===== config.mk =====
export PLATFORM = sky130hd
export DESIGN_NAME = hostreg_port
export DESIGN_NICKNAME = d
export VERILOG_FILES = /design/src/rtl/hostreg_pkg.sv /design/src/rtl/hostreg_strobe_sync.sv /design/src/rtl/hostreg_addr_path.sv /design/src/rtl/hostreg_bank.sv /design/src/rtl/hostreg_port.sv
export SDC_FILE = /design/constraint.sdc
export NUM_CORES = 2
export LEC_CHECK = 0
export BUFFER_PORTS_ARGS = -buffer_cell sky130_fd_sc_hd__buf_2
export CORE_MARGIN = 4
export CORE_UTILIZATION = 55
export CTS_CLUSTER_DIAMETER = 200
export DETAILED_ROUTE_END_ITERATION = 8
export PLACE_DENSITY_LB_ADDON = 0.05
export SYNTH_ARGS = -nofsm -noshare
export SYNTH_HDL_FRONTEND = slang
export SYNTH_SLANG_ARGS = --single-unit

===== constraint.sdc =====
create_clock -name clk -period 8.3 [get_ports clk]
set_input_delay 1.66 -clock clk [delete_from_list [all_inputs] [get_ports clk]]
set_output_delay 1.66 -clock clk [all_outputs]
set_load 0.005 [all_outputs]

===== src/rtl/hostreg_pkg.sv =====
package hostreg_pkg;
   timeunit 1ns; timeprecision 100ps;

   // Meaning of address bit 0 in indirect mode
   typedef enum logic {
      VSEL_POINTER = 1'b0,
      VSEL_DATA    = 1'b1
   } vsel_e;

   // True when an index falls inside the implemented part of the map
   function automatic logic idx_in_map(input int unsigned idx, input int unsigned count);
      return idx < count;
   endfunction
endpackage


===== src/rtl/hostreg_strobe_sync.sv =====
module hostreg_strobe_sync #(
   parameter int STAGES = 2
) (
   input  logic clk,
   input  logic rst_n,
   input  logic strobe_n_i,
   output logic rise_o
);
   timeunit 1ns; timeprecision 100ps;

   // chain[STAGES-1] is the synchronised level, chain[STAGES] its previous value
   logic [STAGES:0] chain;

   generate
      if (STAGES < 1) begin : g_bad
         $error("STAGES must be at least 1");
      end
   endgenerate

   generate
      for (genvar i = 0; i <= STAGES; i++) begin : g_stage
         always_ff @(posedge clk or negedge rst_n) begin
            if (!rst_n)      chain[i] <= 1'b1;
            else if (i == 0) chain[i] <= strobe_n_i;
            else             chain[i] <= chain[(i == 0) ? 0 : i - 1];
         end
      end
   endgenerate

   assign rise_o = chain[STAGES-1] & ~chain[STAGES];
endmodule


===== src/rtl/hostreg_addr_path.sv =====
module hostreg_addr_path #(
   parameter int ADDR_W = 7,
   parameter int DATA_W = 8
) (
   input  logic              clk,
   input  logic              rst_n,
   input  logic              strap_i,
   input  logic              ale_i,
   input  logic [ADDR_W-1:0] addr_i,
   input  logic [DATA_W-1:0] ad_i,
   output logic              mux_o,
   output logic [ADDR_W-1:0] lat_o,
   output logic [ADDR_W-1:0] addr_o
);
   timeunit 1ns; timeprecision 100ps;

   logic              mux_q;
   logic [ADDR_W-1:0] lat_q;

   // Bus style strap: loaded on every clock while reset is held
   always_ff @(posedge clk) begin
      if (!rst_n) mux_q <= strap_i;
   end

   // Shared-bus address latch follows the bus while the latch strobe is high
   always_ff @(posedge clk or negedge rst_n) begin
      if (!rst_n)              lat_q <= '0;
      else if (mux_q && ale_i) lat_q <= ad_i[ADDR_W-1:0];
   end

   assign mux_o  = mux_q;
   assign lat_o  = lat_q;
   assign addr_o = mux_q ? lat_q : addr_i;
endmodule


===== src/rtl/hostreg_bank.sv =====
module hostreg_bank #(
   parameter int ADDR_W    = 7,
   parameter int DATA_W    = 8,
   parameter int REG_COUNT = 96,
   parameter int MODE_ADDR = 59
) (
   input  logic              clk,
   input  logic              rst_n,
   input  logic              we_i,
   input  logic [ADDR_W-1:0] waddr_i,
   input  logic [DATA_W-1:0] wdata_i,
   input  logic [ADDR_W-1:0] raddr_i,
   output logic [DATA_W-1:0] rdata_o,
   output logic [DATA_W-1:0] mode_o
);
   timeunit 1ns; timeprecision 100ps;
   import hostreg_pkg::*;

   logic [DATA_W-1:0] regs [REG_COUNT];

   generate
      for (genvar i = 0; i < REG_COUNT; i++) begin : g_reg
         localparam logic [ADDR_W-1:0] MY_ADDR = ADDR_W'(i);
         always_ff @(posedge clk or negedge rst_n) begin
            if (!rst_n)                         regs[i] <= '0;
            else if (we_i && waddr_i == MY_ADDR) regs[i] <= wdata_i;
         end
      end
   endgenerate

   always_comb begin
      rdata_o = '0;
      for (int i = 0; i < REG_COUNT; i++) begin
         if (raddr_i == ADDR_W'(i)) rdata_o = regs[i];
      end
   end

   assign mode_o = idx_in_map(MODE_ADDR, REG_COUNT) ? regs[MODE_ADDR] : '0;
endmodule


===== src/rtl/hostreg_port.sv =====
module hostreg_port #(
   parameter int ADDR_W      = 7,
   parameter int DATA_W      = 8,
   parameter int REG_COUNT   = 96,
   parameter int MODE_ADDR   = 59,
   parameter int DIRECT_BIT  = 0,
   parameter int SYNC_STAGES = 2
) (
   input  logic              clk,
   input  logic              rst_n,
   input  logic              bus_mux_i,
   input  logic              cs_n,
   input  logic              rd_n,
   input  logic              wr_n,
   input  logic              ale,
   input  logic [ADDR_W-1:0] addr_i,
   input  logic [DATA_W-1:0] dq_i,
   output logic [DATA_W-1:0] dq_o,
   output logic              dq_oe
);
   timeunit 1ns; timeprecision 100ps;
   import hostreg_pkg::*;

   localparam int PAD_W = DATA_W - ADDR_W;

   generate
      if (DATA_W <= ADDR_W)           begin : g_chk_w  $error("DATA_W must exceed ADDR_W"); end
      if (REG_COUNT > (1 << ADDR_W))  begin : g_chk_n  $error("REG_COUNT exceeds address space"); end
      if (MODE_ADDR >= REG_COUNT)     begin : g_chk_m  $error("MODE_ADDR outside implemented map"); end
      if (DIRECT_BIT >= DATA_W)       begin : g_chk_b  $error("DIRECT_BIT outside data width"); end
   endgenerate

   logic              wr_rise, commit, mux_q, direct;
   logic [ADDR_W-1:0] eff_addr, lat_q, ptr_q, tgt_addr;
   logic [DATA_W-1:0] bank_rd, mode_q, rd_val;
   vsel_e             vsel;

   hostreg_strobe_sync #(.STAGES(SYNC_STAGES)) i_wsync (
      .clk(clk), .rst_n(rst_n), .strobe_n_i(wr_n), .rise_o(wr_rise)
   );

   hostreg_addr_path #(.ADDR_W(ADDR_W), .DATA_W(DATA_W)) i_apath (
      .clk(clk), .rst_n(rst_n), .strap_i(bus_mux_i), .ale_i(ale),
      .addr_i(addr_i), .ad_i(dq_i), .mux_o(mux_q), .lat_o(lat_q), .addr_o(eff_addr)
   );

   assign direct   = mode_q[DIRECT_BIT];
   assign vsel     = vsel_e'(eff_addr[0]);
   assign commit   = wr_rise & ~cs_n;
   assign tgt_addr = direct ? eff_addr : ptr_q;

   // Indirect pointer
   always_ff @(posedge clk or negedge rst_n) begin
      if (!rst_n)                                       ptr_q <= '0;
      else if (commit && !direct && vsel == VSEL_POINTER) ptr_q <= dq_i[ADDR_W-1:0];
   end

   hostreg_bank #(.ADDR_W(ADDR_W), .DATA_W(DATA_W), .REG_COUNT(REG_COUNT),
                  .MODE_ADDR(MODE_ADDR)) i_bank (
      .clk(clk), .rst_n(rst_n),
      .we_i(commit && (direct || vsel == VSEL_DATA)),
      .waddr_i(tgt_addr), .wdata_i(dq_i),
      .raddr_i(tgt_addr), .rdata_o(bank_rd), .mode_o(mode_q)
   );

   assign rd_val = (!direct && vsel == VSEL_POINTER) ? {{PAD_W{1'b0}}, ptr_q} : bank_rd;
   assign dq_oe  = ~cs_n & ~rd_n;
   assign dq_o   = dq_oe ? rd_val : '0;
endmodule


# --- After elaboration in Yosys (flattened, before gate mapping) ---
# Index checks and enable logic that the tools add are counted.
classes:
  eq_ne: 95
  n_mux: 100
  bitwise: 7
  n_reduce_logical: 104
ops:
  columns: ["op", "count"]
  rows:
  - ["$mux W8", 98]
  - ["$eq A7 B6 Y1 const B", 32]
  - ["$eq A7 B7 Y1 const B", 32]
  - ["$eq A7 B5 Y1 const B", 16]
  - ["$logic_and A1 B1 Y1", 101]
  - ["$eq A7 B4 Y1 const B", 8]
  - ["$eq A7 B3 Y1 const B", 4]
  - ["$eq A7 B2 Y1 const B", 2]
  - ["$mux W7", 2]
  - ["$eq A7 B1 Y1 const B", 1]
  - ["$logic_not A7 Y1", 1]
  - ["$not A1 Y1", 4]
  - ["$and A1 B1 Y1", 3]
  - ["$logic_not A1 Y1", 1]
  - ["$logic_or A1 B1 Y1", 1]
word_totals:
  regBits: 786
  input_bits: 22
  output_inout_bits: 9
  wordCells: 408

# --- Longest topological paths before layout ---
logic_depth:
  ltp_word: 101
  depth_mapped: 16
  mapped_depth_nobuf: 10

# --- Cells and area by module ---
# From an unflattened synthesis, not the netlist that was laid out.
hier_totals:
  cells_unflattened: 3364
  area_unflattened_um2: 39571.7
by_module_without_submodules:
  columns: ["mod", "instances", "cells_per_inst", "area_each_um2", "seq_area_each_um2"]
  rows:
  - ["hostreg_bank", 1, 3283, 38521.9, 19218.4]
  - ["hostreg_port", 1, 52, 533.0, 175.2]
  - ["hostreg_addr_path", 1, 25, 424.2, 205.2]
  - ["hostreg_strobe_sync", 1, 4, 92.6, 78.8]

# --- Worst setup path after synthesis ---
# Ideal clock, no wire load.
synth_path:
  path_type: "input to output"
  from: "in addr_i[0]"
  to: "out dq_o[4]"
  arrival_ps: 3994
  required_ps: 6640
  path_slack_ps: 2646
  path_stages: 12
  n_path_buf: 2
  cell_sequence: "mux2i_2 a21o_1 buf_2 buf_6 mux4_2 a22oi_1 o21ai_1 a221oi_2 o32ai_1 a211o_1 a211oi_1 o211ai_1"
synth_via:
  elab_chain_cells: 101
  elab_cells_between_ends: 198
  cone_classes: "eq/ne (95); mux (100); bitwise (1); reduce/logical (2)"
synth_rtl:
  columns: ["element", "line_no", "text"]
  rows:
  - ["start, declared", "hostreg_port.sv:16", "input logic [ADDR_W-1:0] addr_i,"]
  - ["$mux W7 *", "hostreg_addr_path.sv:33", "assign addr_o = mux_q ? lat_q : addr_i;"]
  - ["$mux W7", "hostreg_port.sv:50", "assign tgt_addr = direct ? eff_addr : ptr_q;"]
  - ["$logic_not A7 Y1", "hostreg_bank.sv:34", "if (raddr_i == ADDR_W'(i)) rdata_o = regs[i];"]
  - ["$mux W8 (96 in a row)", "hostreg_bank.sv:34", null]
  - ["$mux W8 *", "hostreg_port.sv:66", "assign rd_val = (!direct && vsel == VSEL_POINTER) ? {{PAD_W{1'b0}}, ptr_q} : bank_rd;"]
  - ["$mux W8 *", "hostreg_port.sv:68", "assign dq_o = dq_oe ? rd_val : '0;"]
  - ["end, declared", "hostreg_port.sv:18", "output logic [DATA_W-1:0] dq_o,"]
# Every way passes the cells marked *; elsewhere a longest branch is shown, timed or not.

# --- Worst setup path after layout ---
layout_path:
  from: "in addr_i[2]"
  to: "out dq_o[7]"
layout_via:
  elab_chain_cells: 101
  elab_cells_between_ends: 196
  cone_classes: "eq/ne (95); mux (100); reduce/logical (1)"
layout_rtl:
  columns: ["element", "line_no"]
  rows:
  - ["$mux W7 *", "hostreg_addr_path.sv:33"]
  - ["$mux W7 *", "hostreg_port.sv:50"]
  - ["$logic_not A7 Y1", "hostreg_bank.sv:34"]
  - ["$mux W8 (95 in a row)", "hostreg_bank.sv:34"]
  - ["$mux W8 *", "hostreg_bank.sv:34"]
  - ["$mux W8 *", "hostreg_port.sv:66"]
  - ["$mux W8 *", "hostreg_port.sv:68"]
# Marks and branches as above.

==> results.yml <==
die:
  core.rowCount: 97
  start_util: 0.555
  io_pins: 31
  dieWidth_um: 274
  die_span_in_y_um: 274
  area_of_the_die_mm2: 0.0748
  placeable_area_mm2: 0.0699
power_and_ir_drop:
  power_density_mw_per_mm2: 271
  p_leak_nw: 20.3
  internal_power_mw: 7.40
  combinationalPowerShare: 0.303
  power.switching_mw: 4.44
  sw_frac_of_total: 0.375
  power_frac_clock: 0.343
  seq_power_share: 0.354
  irDropWorstVdd_v: 0.000170
yosys:
  synth_top_cells_by_area: "sky130_fd_sc_hd__dfrtp_1, sky130_fd_sc_hd__mux2_2, sky130_fd_sc_hd__o21ai_0, sky130_fd_sc_hd__nand2_1, sky130_fd_sc_hd__a21oi_1"
  yosys_warning_total: 0
  netlist.top_cell.by_area: "sky130_fd_sc_hd__dfrtp_1"
  synth.cell_area_mm2: 0.0388
  synth_fp_nets: 3445
  yosys.area.top_type_share: 0.505
  ys_dominant_reg_cell: "sky130_fd_sc_hd__dfrtp_1"
  async_flop_share: 0.999
  postSynthCellCount: 3423
  synthDistinctLibCells: 78
  synth-seq-area-share: 0.507
  synth_edf_count: 1
  yosys_register_bits: 786
  synth_area_per_cell_um2: 11.3
critical_path:
  worst_setup_path_start_kind: "input port"
  crit-reg2reg-launch: "i_apath.mux_o"
  critical-path-top-delay-family: "compound AO/OA/AOI/OAI gates"
  cp_slowest_stage_delay_ns: 0.90
  path_common_cell: "sky130_fd_sc_hd__buf_4"
  worst-setup-path-type: "in2out"
  crit_chain: "buf_2, mux2i_1, buf_4, a21o_4, buf_4, nor4_4, a22o_1, nand2_1, a32oi_1, a311oi_1, o21ai_0, buf_4, a31oi_1, o31ai_1, buf_4, buf_2"
  r2r-end: "i_bank.regs[698]"
  critPathBufInv: 6
  arrival_ns: 6.65
  required_ns: 6.64
  rr_worst_depth: 7
  critPathCaptureType: "primary output"
  slowest_stage: "sky130_fd_sc_hd__nor4_4"
  rrSetupSlack_ns: 3.52
  worstPathMaxFanout: 44
clock_network:
  clkSlewWorstSetupHoldPaths_ns: 0.06
  tritoncts: "yes"
  cts_max_level: 3
  worst_skew_pair.late_latency_ns: 0.67
  postCtsResizedCells: 0
  clock-sinks: 786
  cts_setup_buffers: 0
  clk_root_buffer_cell: "sky130_fd_sc_hd__clkbuf_16"
  holdBufCountCts: 0
  cts-buffers-inserted: 87
  number_of_buffers_on_the_longest_clock_path: 3
placement:
  input_output_buffers: 30
  detailed_place_hpwl_um: 111000
  place_congestion: 1.10
sta:
  timing.final.ws_setup_ns: -0.0142
  final_hold_viol_count: 0
  setup_total_negative_slack_ns: -0.0142
  final_max_slew_viol_count: 0
  part_of_the_cycle_the_worst_path_needs: 1.00
  hold-worst-slack_ns: 0.356
  period_needed_ns: 8.31
  rsz0062_at_grt: "false"
  worst_slew_pin_slew_ns: 1.45
  max_slew_margin: 0.0257
  fin_skew_ns: 0.0259
  setup_viol: 1
  fmax_ghz: 0.120
global_route:
  grt_start_max_net_pins: 168
  antenna_found_initial: 7
  groute.usage.overall: 0.439
  grt_first_pass_wirelength_um: 238000
  globalRoute.totalOverflow: 0
  first_global_vias: 32600
cells_and_area:
  final_util: 0.625
  num-nets-final: 3490
  area_growth_pct: 12.6
  n_fill_cell: 5684
  final_cell_mix: "sky130_fd_sc_hd__mux2_2, sky130_fd_sc_hd__dfrtp_1, sky130_fd_sc_hd__nand2_1"
  post_route_cells_drive_above_1_share: 0.344
  mostFrequentLayoutCell: "sky130_fd_sc_hd__mux2_2"
hold_path:
  min_to: "i_wsync.chain[1]"
  hold_path_startpoint: "i_wsync.chain[0]"
  hold_class: "reg2reg"
  worst_hold_path.num_cells: 0
route:
  route.antenna.remaining_nets: 0
  num_vias: 32900
  detail_route.iter0.violations: 4748
  drt_drc_violations_left: 0
  wl_per_cell_um: 36.9
  first_pass_iters: 7
  viasPerCell: 7.32
  route.final.wire_length_um: 166000
outcome:
  failed_checks: "negative setup slack"
  run_status: "finished with violations"
run:
  cap_violations: 0
final cells by class:
type | count | area (um^2) | share of cell area
sequential | 786 | 19700 | 0.450
multi-input combinational | 2367 | 18100 | 0.415
clock buffer | 130 | 2570 | 0.0589
timing repair buffer | 219 | 1720 | 0.0395
tap | 940 | 1180 | 0.0269
clock inverter | 33 | 393 | 0.00899
inverter | 7 | 26.3 | 0.000601
antenna | 4 | 10.0 | 0.000229
logic make-up (layout without fill, tap and decap cells):
group,count (synthesis),after routing,share of synthesized area
compound gates,840,840,0.140
buf+inv,270,389,0.0310
flops,786,786,0.507
mux,822,822,0.239
other cells,0,4,0
simple gates,705,705,0.0827
power groups by stage:
stage          clock network (mW)  logic, mW  registers [mW]
3_5_place_dp                    0       3.35            4.25
4_1_cts                      4.07       3.36            4.18
2_1_floorplan                   0       1.68            4.19
3_3_place_gp                    0       3.35            4.24
5_1_grt                      4.23       3.59            4.21
6_report                     4.05       3.59            4.19
synthesized netlist by cell type, types with 9 or more instances:
cell and number:
sky130_fd_sc_hd__nor4_2 9, sky130_fd_sc_hd__o221ai_1 18, sky130_fd_sc_hd__nor3_1 52, sky130_fd_sc_hd__a32oi_1 14, sky130_fd_sc_hd__a31oi_1 39, sky130_fd_sc_hd__a211oi_1 42
sky130_fd_sc_hd__a2111oi_0 13, sky130_fd_sc_hd__buf_1 12, sky130_fd_sc_hd__clkbuf_1 139, sky130_fd_sc_hd__mux2i_1 25, sky130_fd_sc_hd__nand2_1 260, sky130_fd_sc_hd__dfrtp_1 782
sky130_fd_sc_hd__and3_1 12, sky130_fd_sc_hd__a21oi_1 186, sky130_fd_sc_hd__nand3_1 54, sky130_fd_sc_hd__buf_2 95, sky130_fd_sc_hd__nor4_1 21, sky130_fd_sc_hd__a221oi_1 36
sky130_fd_sc_hd__o31ai_1 14, sky130_fd_sc_hd__a22oi_1 31, sky130_fd_sc_hd__o21ai_0 223, sky130_fd_sc_hd__a21o_1 12, sky130_fd_sc_hd__o2bb2ai_1 10, sky130_fd_sc_hd__mux2_2 792
sky130_fd_sc_hd__a221o_1 14, sky130_fd_sc_hd__o22ai_1 64, sky130_fd_sc_hd__o2111ai_1 11, sky130_fd_sc_hd__buf_4 15, sky130_fd_sc_hd__a22o_1 10, sky130_fd_sc_hd__nand4_1 31
sky130_fd_sc_hd__nor3_2 11, sky130_fd_sc_hd__nor2_1 220, sky130_fd_sc_hd__o211ai_1 25
layer usage:
metal	GRT usage	up-vias	share of wire
li1	-	12800	-
met1	0.576	16700	0.37
met2	0.640	2521	0.43
met3	0.140	759	0.13
met4	0.261	12	0.078
met5	0	-	0.00051
worst max-delay path by stage:
stage	slack (ns)	startpoint	end	cells after the start
2_1_floorplan	2.65	addr_i[0]	dq_o[4]	12
3_3_place_gp	0.44	addr_i[1]	dq_o[4]	13
3_5_place_dp	0.43	addr_i[0]	dq_o[4]	13
4_1_cts	0.41	addr_i[0]	dq_o[4]	13
5_1_grt	0.12	addr_i[0]	dq_o[4]	13
6_report	-0.01	addr_i[2]	dq_o[7]	16
flip-flops by register name, summed over array words and instances, names as in the netlist:
| name | cells |
|---|---|
| i_apath.lat_o | 7 |
| i_bank.regs | 760 |
| ptr_q | 7 |
| i_apath.mux_o | 1 |
| i_bank.mode_o | 8 |
| i_wsync.chain | 3 |
through the flow:
step           power [mW]  std cells  worst slack, ns  instance area [um^2]
5_1_grt              12.0       4482            0.120                 43700
4_1_cts              11.6       4482            0.406                 43700
3_3_place_gp         7.59       4319            0.437                 40700
6_report             11.8       4486          -0.0142                 43700
2_1_floorplan        5.87       3423             2.65                 38800
3_5_place_dp         7.60       4319            0.428                 40700
(Power assumes the default switching activity.)
